<file path="config.mk">
export PLATFORM = sky130hd
export DESIGN_NAME = wdt_dual_ovf
export DESIGN_NICKNAME = d
export VERILOG_FILES = /design/src/rtl/wdt_pkg.sv /design/src/rtl/wdt_regs.sv /design/src/rtl/wdt_timebase.sv /design/src/rtl/wdt_fsm.sv /design/src/rtl/wdt_dual_ovf.sv
export SDC_FILE = /design/constraint.sdc
export NUM_CORES = 1
export LEC_CHECK = 0
export ABC_AREA = 1
export ABC_CLOCK_PERIOD_IN_PS = 5500
export CORE_UTILIZATION = 30
export CTS_CLUSTER_SIZE = 25
export DETAILED_ROUTE_END_ITERATION = 10
export PLACE_DENSITY = 0.49
export SETUP_SLACK_MARGIN = 0.1
export SLEW_MARGIN = 0
export SYNTH_ARGS = -nofsm -noshare
export SYNTH_HDL_FRONTEND = slang
export SYNTH_SLANG_ARGS = --single-unit
</file>
<file path="constraint.sdc">
create_clock -name clk -period 5.5 [get_ports clk]
set_input_delay 0.55 -clock clk [delete_from_list [all_inputs] [get_ports clk]]
set_output_delay 0.55 -clock clk [all_outputs]
set_load 0.01 [all_outputs]
</file>
<file path="src/rtl/wdt_pkg.sv">
package wdt_pkg;
    typedef enum logic [1:0] {
        ST_IDLE,
        ST_RUN,
        ST_WARN,
        ST_BITE
    } wdt_state_t;

    localparam int OFS_CTRL   = 'h00;
    localparam int OFS_PERIOD = 'h04;
    localparam int OFS_LAPSED = 'h08;
    localparam int OFS_KICK   = 'h0C;
    localparam int OFS_PE_CTL = 'h10;
    localparam int OFS_PE_FRC = 'h14;
endpackage

</file>
<file path="src/rtl/wdt_regs.sv">
module wdt_regs
    import wdt_pkg::*;
#(
    parameter int DATA_W   = 32,
    parameter int ADDR_W   = 5,
    parameter int PERIOD_W = 12
) (
    input  logic                clk,
    input  logic                rst_n,
    input  logic                wr_en,
    input  logic [ADDR_W-1:0]   reg_addr,
    input  logic [DATA_W-1:0]   wr_data,
    input  logic [PERIOD_W-1:0] lapsed,
    input  logic                irq,
    output logic [PERIOD_W-1:0] period_q,
    output logic                enabled_q,
    output logic                pe_ctrl_q,
    output logic                pe_flag_q,
    output logic                arm,
    output logic                kick,
    output logic                cnt_clr,
    output logic                force_rst,
    output logic [DATA_W-1:0]   rd_data
);
    localparam int LOW_W = DATA_W - PERIOD_W;

    logic sel_ctrl, sel_period, sel_lapsed, sel_kick, sel_pe_ctl, sel_pe_frc;
    logic pe_force;

    always_comb begin
        sel_ctrl   = wr_en && (reg_addr == ADDR_W'(OFS_CTRL));
        sel_period = wr_en && (reg_addr == ADDR_W'(OFS_PERIOD));
        sel_lapsed = wr_en && (reg_addr == ADDR_W'(OFS_LAPSED));
        sel_kick   = wr_en && (reg_addr == ADDR_W'(OFS_KICK));
        sel_pe_ctl = wr_en && (reg_addr == ADDR_W'(OFS_PE_CTL));
        sel_pe_frc = wr_en && (reg_addr == ADDR_W'(OFS_PE_FRC));
        pe_force   = sel_pe_frc && wr_data[0];
        arm        = sel_ctrl && wr_data[0] && !enabled_q;
        kick       = sel_kick && wr_data[0];
        cnt_clr    = kick || sel_lapsed;
        force_rst  = pe_force && !pe_ctrl_q;
    end

    always_ff @(posedge clk or negedge rst_n) begin
        if (!rst_n) begin
            period_q  <= '0;
            enabled_q <= 1'b0;
            pe_ctrl_q <= 1'b0;
            pe_flag_q <= 1'b0;
        end else begin
            if (sel_period && !enabled_q) begin
                period_q <= wr_data[DATA_W-1 -: PERIOD_W];
            end
            if (arm) begin
                enabled_q <= 1'b1;
            end
            if (sel_pe_ctl) begin
                pe_ctrl_q <= wr_data[0];
            end
            if (pe_force && pe_ctrl_q) begin
                pe_flag_q <= 1'b1;
            end
        end
    end

    always_comb begin
        rd_data = '0;
        unique case (reg_addr)
            ADDR_W'(OFS_CTRL):   rd_data[0] = enabled_q;
            ADDR_W'(OFS_PERIOD): rd_data = {period_q, {LOW_W{1'b0}}};
            ADDR_W'(OFS_LAPSED): rd_data[PERIOD_W-1:0] = lapsed;
            ADDR_W'(OFS_KICK):   rd_data[0] = irq;
            ADDR_W'(OFS_PE_CTL): rd_data[0] = pe_ctrl_q;
            ADDR_W'(OFS_PE_FRC): rd_data[0] = pe_flag_q;
            default:             rd_data = '0;
        endcase
    end
endmodule

</file>
<file path="src/rtl/wdt_timebase.sv">
module wdt_timebase #(
    parameter int PRE_LOG2 = 20,
    parameter int PERIOD_W = 12
) (
    input  logic                clk,
    input  logic                rst_n,
    input  logic                run,
    input  logic                tick,
    input  logic                clr,
    input  logic [PERIOD_W-1:0] period,
    output logic [PERIOD_W-1:0] lapsed,
    output logic                expire
);
    localparam logic [PRE_LOG2-1:0] PRE_LAST = '1;

    logic [PRE_LOG2-1:0] pre_q;
    logic                unit_done;

    always_comb begin
        unit_done = run && tick && (pre_q == PRE_LAST);
        expire    = unit_done && !clr && (lapsed == period);
    end

    always_ff @(posedge clk or negedge rst_n) begin
        if (!rst_n) begin
            pre_q  <= '0;
            lapsed <= '0;
        end else if (clr) begin
            pre_q  <= '0;
            lapsed <= '0;
        end else if (run && tick) begin
            pre_q <= pre_q + 1'b1;
            if (unit_done) begin
                lapsed <= (lapsed == period) ? '0 : lapsed + 1'b1;
            end
        end
    end
endmodule

</file>
<file path="src/rtl/wdt_fsm.sv">
module wdt_fsm
    import wdt_pkg::*;
(
    input  logic clk,
    input  logic rst_n,
    input  logic arm,
    input  logic kick,
    input  logic expire,
    input  logic force_rst,
    output logic run,
    output logic irq,
    output logic wdt_rst
);
    wdt_state_t state_q, state_d;

    always_ff @(posedge clk or negedge rst_n) begin
        if (!rst_n) begin
            state_q <= ST_IDLE;
        end else begin
            state_q <= state_d;
        end
    end

    always_comb begin
        state_d = state_q;
        unique case (state_q)
            ST_IDLE: begin
                if (force_rst)   state_d = ST_BITE;
                else if (arm)    state_d = ST_RUN;
            end
            ST_RUN: begin
                if (force_rst)   state_d = ST_BITE;
                else if (expire) state_d = ST_WARN;
            end
            ST_WARN: begin
                if (force_rst)   state_d = ST_BITE;
                else if (kick)   state_d = ST_RUN;
                else if (expire) state_d = ST_BITE;
            end
            ST_BITE: state_d = ST_BITE;
            default: state_d = ST_IDLE;
        endcase
    end

    always_comb begin
        run     = (state_q == ST_RUN) || (state_q == ST_WARN);
        irq     = (state_q == ST_WARN);
        wdt_rst = (state_q == ST_BITE);
    end
endmodule

</file>
<file path="src/rtl/wdt_dual_ovf.sv">
module wdt_dual_ovf #(
    parameter int DATA_W   = 32,
    parameter int ADDR_W   = 5,
    parameter int PERIOD_W = 12,
    parameter int PRE_LOG2 = 20
) (
    input  logic              clk,
    input  logic              rst_n,
    input  logic              osc_tick,
    input  logic              wr_en,
    input  logic [ADDR_W-1:0] reg_addr,
    input  logic [DATA_W-1:0] wr_data,
    output logic [DATA_W-1:0] rd_data,
    output logic              irq,
    output logic              wdt_rst
);
    logic [PERIOD_W-1:0] period_q;
    logic [PERIOD_W-1:0] lapsed;
    logic enabled_q, pe_ctrl_q, pe_flag_q;
    logic arm, kick, cnt_clr, force_rst, run, expire;

    wdt_regs #(
        .DATA_W(DATA_W), .ADDR_W(ADDR_W), .PERIOD_W(PERIOD_W)
    ) u_regs (
        .clk(clk), .rst_n(rst_n), .wr_en(wr_en), .reg_addr(reg_addr),
        .wr_data(wr_data), .lapsed(lapsed), .irq(irq),
        .period_q(period_q), .enabled_q(enabled_q), .pe_ctrl_q(pe_ctrl_q),
        .pe_flag_q(pe_flag_q), .arm(arm), .kick(kick), .cnt_clr(cnt_clr),
        .force_rst(force_rst), .rd_data(rd_data)
    );

    wdt_timebase #(
        .PRE_LOG2(PRE_LOG2), .PERIOD_W(PERIOD_W)
    ) u_timebase (
        .clk(clk), .rst_n(rst_n), .run(run), .tick(osc_tick), .clr(cnt_clr),
        .period(period_q), .lapsed(lapsed), .expire(expire)
    );

    wdt_fsm u_fsm (
        .clk(clk), .rst_n(rst_n), .arm(arm), .kick(kick), .expire(expire),
        .force_rst(force_rst), .run(run), .irq(irq), .wdt_rst(wdt_rst)
    );
endmodule

</file>
======== Word-level counts from Yosys, hierarchy flattened ========
Index checks and enable logic that the tools add are counted.
storage, ports and cells
  word-level logic and storage cells ...... 67
  register bits ........................... 49
  output and inout port bits .............. 34
cells by class
  equal/unequal tests ..................... 13
  reductions and logical operators ........ 28
  add/subtract/negate cells ............... 2
  mux-type cells .......................... 17
operator list
  operator                                              count
  two-way mux 20 bit                                    3
  two-way mux 12 bit                                    4
  adder 20 x 1 -> 20 bit (second input constant)        1
  equality test 20 bit (second input constant)          1
  logical AND 1 bit                                     17
  two-way mux 2 bit                                     7
  adder 12 x 1 -> 12 bit (second input constant)        1
  equality test 12 bit                                  1
  two-way mux 11 bit                                    1
  equality test 5 x 4 -> 1 bit (second input constant)  2
  equality test 5 bit (second input constant)           2
  case mux 2 bit (4 select lines)                       1
  != test 3 bit (second input constant)                 2
  equality test 5 x 3 -> 1 bit (second input constant)  1
  zero test 5 bit                                       1
  case mux 1 bit (5 select lines)                       1
  equality test 2 bit (second input constant)           2
  != test 4 bit (second input constant)                 1
  nonzero test 2 bit                                    2
  zero test 1 bit                                       3
  AND reduction 3 bit                                   1
  equality test 2 x 1 -> 1 bit (second input constant)  1
  zero test 2 bit                                       1
  logical OR 1 bit                                      2
  AND reduction 2 bit                                   1

======== Logic depth before layout (Yosys ltp) ========
Gate-level depths: netlist of run 1.
  word-level depth ........................ 11
  gate-level depth with buffers ........... 14

======== Modules after synthesis ========
A second synthesis of run 1 with hierarchy kept.
unflattened totals
  cell total of the unflattened synthesis .. 491
  area total of the unflattened synthesis .. 3400.8 µm²
by module, submodules not included
  module        area an instance (µm²)  times used  cells an instance  sequential area each (µm²)
  wdt_timebase  2037.0                  1           299                800.8
  wdt_regs      1133.6                  1           156                375.4
  wdt_fsm       230.2                   1           36                 50.0

======== Least setup slack after synthesis of run 1 ========
No wires, ideal clock.
  kind .................................... input to output
  start ................................... input reg_addr[1]
  end ..................................... output rd_data[21]
  path buffers ............................ 1
  setup slack ............................. 3.566 ns
  arrival ................................. 1.384 ns
  stages .................................. 6
  data required time ...................... 4.950 ns
  cell sequence ........................... nor2_4 > nand2_1 > nor2_2 > nand2_1 > clkbuf_1 > nor2_1
on the way
  word-level cells in the longest chain between the ends .. 2
RTL lines
  what                          line                RTL
  start: declaration            wdt_dual_ovf.sv:11  input logic [ADDR_W-1:0] reg_addr,
  equality test 5 x 3 -> 1 bit  wdt_regs.sv:68      unique case (reg_addr)
  two-way mux 20 bit            wdt_regs.sv:68
  end: declaration              wdt_dual_ovf.sv:13  output logic [DATA_W-1:0] rd_data,
Every way passes these cells.

======== Final worst setup path of run 1 ========
Ends and elaborated chain as after synthesis.

==> impl_metrics.json, run 1 <==
{
  "slew_violations": 0,
  "cts.clk_slew.worst_paths_ps": 110,
  "leakage_uw": 0.00175,
  "tns_ps": 0,
  "ios": 75,
  "period_share": 0.562,
  "setup_viol": 0,
  "antenna_found_initial": 0,
  "rows": 36,
  "period_minus_slack_ps": 3090,
  "drv_cap": 0,
  "dieHeight_um": 103,
  "final_util": 0.378,
  "cts_buffers": 5,
  "core_sq_um": 9860,
  "cts_max_level": 2,
  "place_area_sq_um": 3640,
  "crit_type": "in -> out",
  "yosysWarnings": 0,
  "syn_inst": 405,
  "synth_area_leaders": "dfrtp_1 40%, nand2_1 10%, nor2_1 7.6%, inv_1 6.7%, a21oi_1 4.4%",
  "synth-seq-cells": 49,
  "multiInputGateArea_sq_um": 1550,
  "relSlewSlack": 0.559,
  "die-area_sq_um": 10700,
  "powerDensity_nw_per_um2": 263,
  "synth_common_cells": "82 x nand2_1, 62 x nor2_1, 55 x inv_1",
  "avgSynthCellArea_sq_um": 7.61,
  "synth_top_area_cell": "dfrtp_1",
  "wl_per_cell_um": 11.9,
  "numPortBuffers": 47,
  "die_x_um": 103,
  "gr-total-overflow": 0,
  "ff_latch_area_sq_um": 1230,
  "vias": 2590,
  "synth_edf_count": 0,
  "start_util": 0.312,
  "drive_gt1_frac": 0.108,
  "cp_max_fo": 12,
  "hold_class": "in -> async",
  "slowest_stage": "clkdlybuf4s50_1",
  "yosysMostFrequentCell": "nand2_1",
  "clock_latency_ps": 300,
  "grt_max_degree": 50,
  "routed_wl_um": 6950,
  "synthArstFlopShare": 1.00,
  "reg2reg_to": "u_timebase.pre_q[19]",
  "cp_slowest_stage_delay_ps": 560,
  "cts_tree": "built",
  "outcome": "finished, final reports clean",
  "dp_hpwl_um": 5230,
  "synth-main-ff-cell": "dfrtp_1",
  "drt-initial-drc-count": 102,
  "regToRegStartpoint": "u_fsm.state_q[0]",
  "synth_cell_types": 38,
  "cts_sinks": 49,
  "finalInstanceArea_sq_um": 3730,
  "reg2reg_depth": 11,
  "firstDrtPassIters": 4,
  "antenna_left": 0,
  "nNetsFinal": 500,
  "vdd_drop_max_mv": 0.100,
  "worst_pin_slew_ps": 660,
  "cts_root_buffer": "clkbuf_8",
  "cp.arrival_ps": 2540,
  "grt_usage": 0.139,
  "rsz0062_at_grt": "false",
  "yosysSeqAreaShare": 0.398,
  "fmax_mhz": 323,
  "finalHoldViolations": 0,
  "required_ps": 4950,
  "crit_chain": "clkdlybuf4s50_1, nor2_4, nand2_1, nor2_2, nand2_1, nor2_1, clkdlybuf4s50_1",
  "diodes": 0,
  "finalPower_uw": 981,
  "clock_path_buffers": 2,
  "grt_pass1_wl_um": 11500,
  "drc": 0,
  "synth_area_sq_um": 3080,
  "synth_top_cell_area_share": 0.398,
  "start_kind": "input port",
  "cts_hold_buf": 0,
  "place_congestion": 0.781,
  "vias_per_cell": 4.42,
  "worst_clock_skew_ps": 15.1,
  "crit_path_end_kind": "output port",
  "ctsResizeCount": 0,
  "rrSetupSlack_ps": 3520,
  "first_global_vias": 2484,
  "area_growth_pct": 21.1,
  "num-fill-cells": 1059,
  "post_cts_buffers": 0
}
[layer usage]
layer | track usage | vias to the layer above | routed length (um)
met3 | 0.0235 | 2 | 179
li1 | - | 1350 | -
met2 | 0.255 | 35 | 3440
met1 | 0.173 | 1203 | 3300
met5 | 0 | - | 0
met4 | 0.0228 | 0 | 31
[worst max-delay path, delay by kind of cell]
kind	cells	cell delay [ps]
buffers and inverters	2	1000
AND/OR/NAND/NOR	5	990
[sequential cells by signal, indices dropped and copies added, names as in the netlist]
register / flops
u_fsm.state_q: 2
u_regs.enabled_q: 1
u_regs.pe_ctrl_q: 1
u_regs.pe_flag_q: 1
u_regs.period_q: 12
u_timebase.lapsed: 12
u_timebase.pre_q: 20
[cells in the final DEF, fill, tap and decap left out, types with 2 or more instances in the layout]
cell	count
ha_1	7
clkdlybuf4s50_1	46
clkbuf_8	5
xor2_1	10
inv_2	6
o21ai_0	16
nor3_2	2
dfrtp_1	49
nor3_4	2
nand3_1	11
nand2_1	82
a21oi_1	27
nor2_4	9
o22ai_1	9
nor2_2	5
o21ai_1	2
nand4_2	2
xnor2_1	5
nand4_1	6
nor2_1	62
inv_1	55
nor3_1	3
conb_1	8
nand2_2	8
[cell families after synthesis]
group / share of synthesized area
AO/OA/AOI/OAI: 0.109
XOR/XNOR: 0.0426
adder cells (fa/ha/maj): 0.0284
buffers and inverters: 0.108
flip-flops: 0.398
multiplexers: 0.00366
other: 0.00122
AND/OR/NAND/NOR: 0.309
[layout make-up]
class / instances / area share
multi-input combinational: 287 / 0.414
sequential: 49 / 0.329
timing repair buffer: 48 / 0.127
inverter: 61 / 0.0614
tap: 133 / 0.0446
clock buffer: 5 / 0.0184
clock inverter: 3 / 0.00570
[report_power, final]
part	switching (uW)	internal [uW]	total (uW)	leakage (uW)
clock network	131	90.7	222	0.0000445
logic	167	122	289	0.00112
registers	56.1	415	471	0.000578
total	354	627	981	0.00174
[through the flow]
step	std cells	worst slack, ps	hold slack (ps)
detailed placement	578	2350	440
global placement	578	2390	445
finish	586	2410	336
floorplan	412	3570	254
global route	586	2250	410
CTS	586	2360	370
[how the worst max path moves through the flow]
stage / cells after the start / end / from
CTS: 7 / rd_data[28] / reg_addr[1]
detailed placement: 7 / rd_data[31] / reg_addr[1]
floorplan: 6 / rd_data[21] / reg_addr[1]
global placement: 7 / rd_data[20] / reg_addr[1]
finish: 7 / rd_data[21] / reg_addr[1]
global route: 7 / rd_data[29] / reg_addr[1]
(Power assumes the default switching activity.)
==> run 2, diff against run 1 <==
Settings changed: ABC_CLOCK_PERIOD_IN_PS 5500 to 2750, PLACE_DENSITY 0.49 to 0.51.
Clock period 5.5 ns to 2.75 ns, I/O delays scaled along.
==> run 2 against run 1 <==
Net effect:
- routed wire length is 2.3% lower
- largest cell class unchanged
- highest routed layer unchanged
- non-clock buffer count rose by 5
- worst hold slack lost 17 ps
- combinational power rose by 100%
- first-iteration DRC count down 37%
- critical path depth stayed put
- critical endpoint unchanged
==> impl_metrics.json, run 2 (synthesis results as in run 1) <==
{
  "p_sw_frac": 0.345,
  "cts_buffers": 5,
  "internal_power_uw": 1340,
  "layout_commonest_cell": "nand2_1",
  "core_sq_um": 9860,
  "required_ps": 2480,
  "grt_max_degree": 26,
  "dp.cells": 582,
  "die_x_um": 103,
  "first_global_vias": 2497,
  "period_share": 0.886,
  "start_kind": "input port",
  "finalPower_uw": 2050,
  "area_growth_pct": 22.9,
  "cp.arrival_ps": 2160,
  "largest_reg_flops": 20,
  "vdd_drop_max_mv": 0.220,
  "drv_cap": 0,
  "cts.clk_slew.worst_paths_ps": 90,
  "top_register": "u_timebase.pre_q",
  "dieHeight_um": 103,
  "wl_per_cell_um": 11.5,
  "drc": 0,
  "setup_viol": 0,
  "wl_met1_um": 3420,
  "fin_cells": 590,
  "leakage_uw": 0.00178,
  "period_minus_slack_ps": 2440,
  "ctsResizeCount": 0,
  "crit_type": "in -> out",
  "vias": 2538,
  "nNetsFinal": 505,
  "hold_ws_ps": 320,
  "antenna_found_initial": 0,
  "cts_tree": "built",
  "cts_max_level": 2,
  "outcome": "finished, final reports clean",
  "wl_met3_um": 185,
  "power_switching_uw": 708,
  "firstDrtPassIters": 4,
  "dp_hpwl_um": 5240,
  "antenna_left": 0,
  "start_util": 0.312,
  "top_regs": "u_timebase.pre_q: 20 flops, u_regs.period_q: 12 flops, u_timebase.lapsed: 12 flops",
  "p_clk_frac": 0.253,
  "cp_max_fo": 12,
  "fmax_mhz": 410,
  "routed_wl_um": 6790,
  "cts_hold_buf": 1,
  "seqPwrFrac": 0.459,
  "clock_path_buffers": 2,
  "clock_latency_ps": 300,
  "vias_per_cell": 4.30,
  "cts_sinks": 49,
  "gr-total-overflow": 0,
  "wl_met2_um": 3140,
  "comb_power_share": 0.288,
  "slew_violations": 0,
  "grt_pass1_wl_um": 11300,
  "numPortBuffers": 47,
  "cts_root_buffer": "clkbuf_8",
  "tns_ps": 0,
  "rows": 36,
  "routed.top_layer": "met4",
  "final_util": 0.384,
  "die-area_sq_um": 10700,
  "final_cell_mix": "82 x nand2_1, 62 x nor2_1, 55 x inv_1",
  "diodes": 0,
  "drive_gt1_frac": 0.114,
  "ios": 75,
  "grt_usage": 0.136,
  "rsz0062_at_grt": "false",
  "place_congestion": 0.793,
  "drt-initial-drc-count": 64,
  "post_cts_buffers": 0,
  "finalHoldViolations": 0,
  "powerDensity_nw_per_um2": 542,
  "hold_class": "in -> async",
  "worst_clock_skew_ps": 7.39,
  "crit_path_end_kind": "output port"
}
-- run 2: power by group through the flow --
stage | Combinational [uW] | Sequential, uW | Clock (uW)
finish | 591 | 940 | 519
global route | 674 | 959 | 557
CTS | 600 | 940 | 530
detailed placement | 594 | 955 | 0
global placement | 581 | 952 | 0
floorplan | 447 | 926 | 0
-- run 2: per-layer routing --
layer / track usage / vias up
li1: - / 1361
met1: 0.176 / 1134
met2: 0.240 / 37
met3: 0.0242 / 6
met4: 0.0260 / 0
met5: 0 / -
-- run 2: stage by stage --
step                area, sq um  setup slack, ps
floorplan                  3110             1010
detailed placement         3670              258
finish                     3780              312
global route               3780              156
CTS                        3780              259
global placement           3670              312
-- run 2: worst max-delay path, cell delays in order --
cell and delay [ps]:
clkdlybuf4s50_1 440, nor2_4 190, nand2_1 90, nor2_2 110
nand2_1 290, nor2_1 210, clkdlybuf4s50_1 560
-- run 2: cell type report --
class / count / area [sq um]
clock inverter: 2 / 35.0
timing repair buffer: 53 / 513
tap: 133 / 166
fill: 1042 / 6080
inverter: 61 / 229
sequential: 49 / 1230
clock buffer: 5 / 68.8
multi-input combinational: 287 / 1550
-- run 2: path summary, 6_finish.rpt --
path | start | to | slack [ps] | depth (start not counted)
worst max register to register | u_fsm.state_q[1] | u_timebase.lapsed[2] | 780 | 10
worst min register to register | u_regs.pe_flag_q | u_regs.pe_flag_q | 470 | 2
max in group asynchronous | rst_n | u_timebase.pre_q[2] | 1870 | 3
min in group clk | u_regs.pe_flag_q | u_regs.pe_flag_q | 470 | 2
worst max-delay path | reg_addr[1] | rd_data[21] | 310 | 7
worst min-delay path | rst_n | u_regs.period_q[1] | 320 | 2
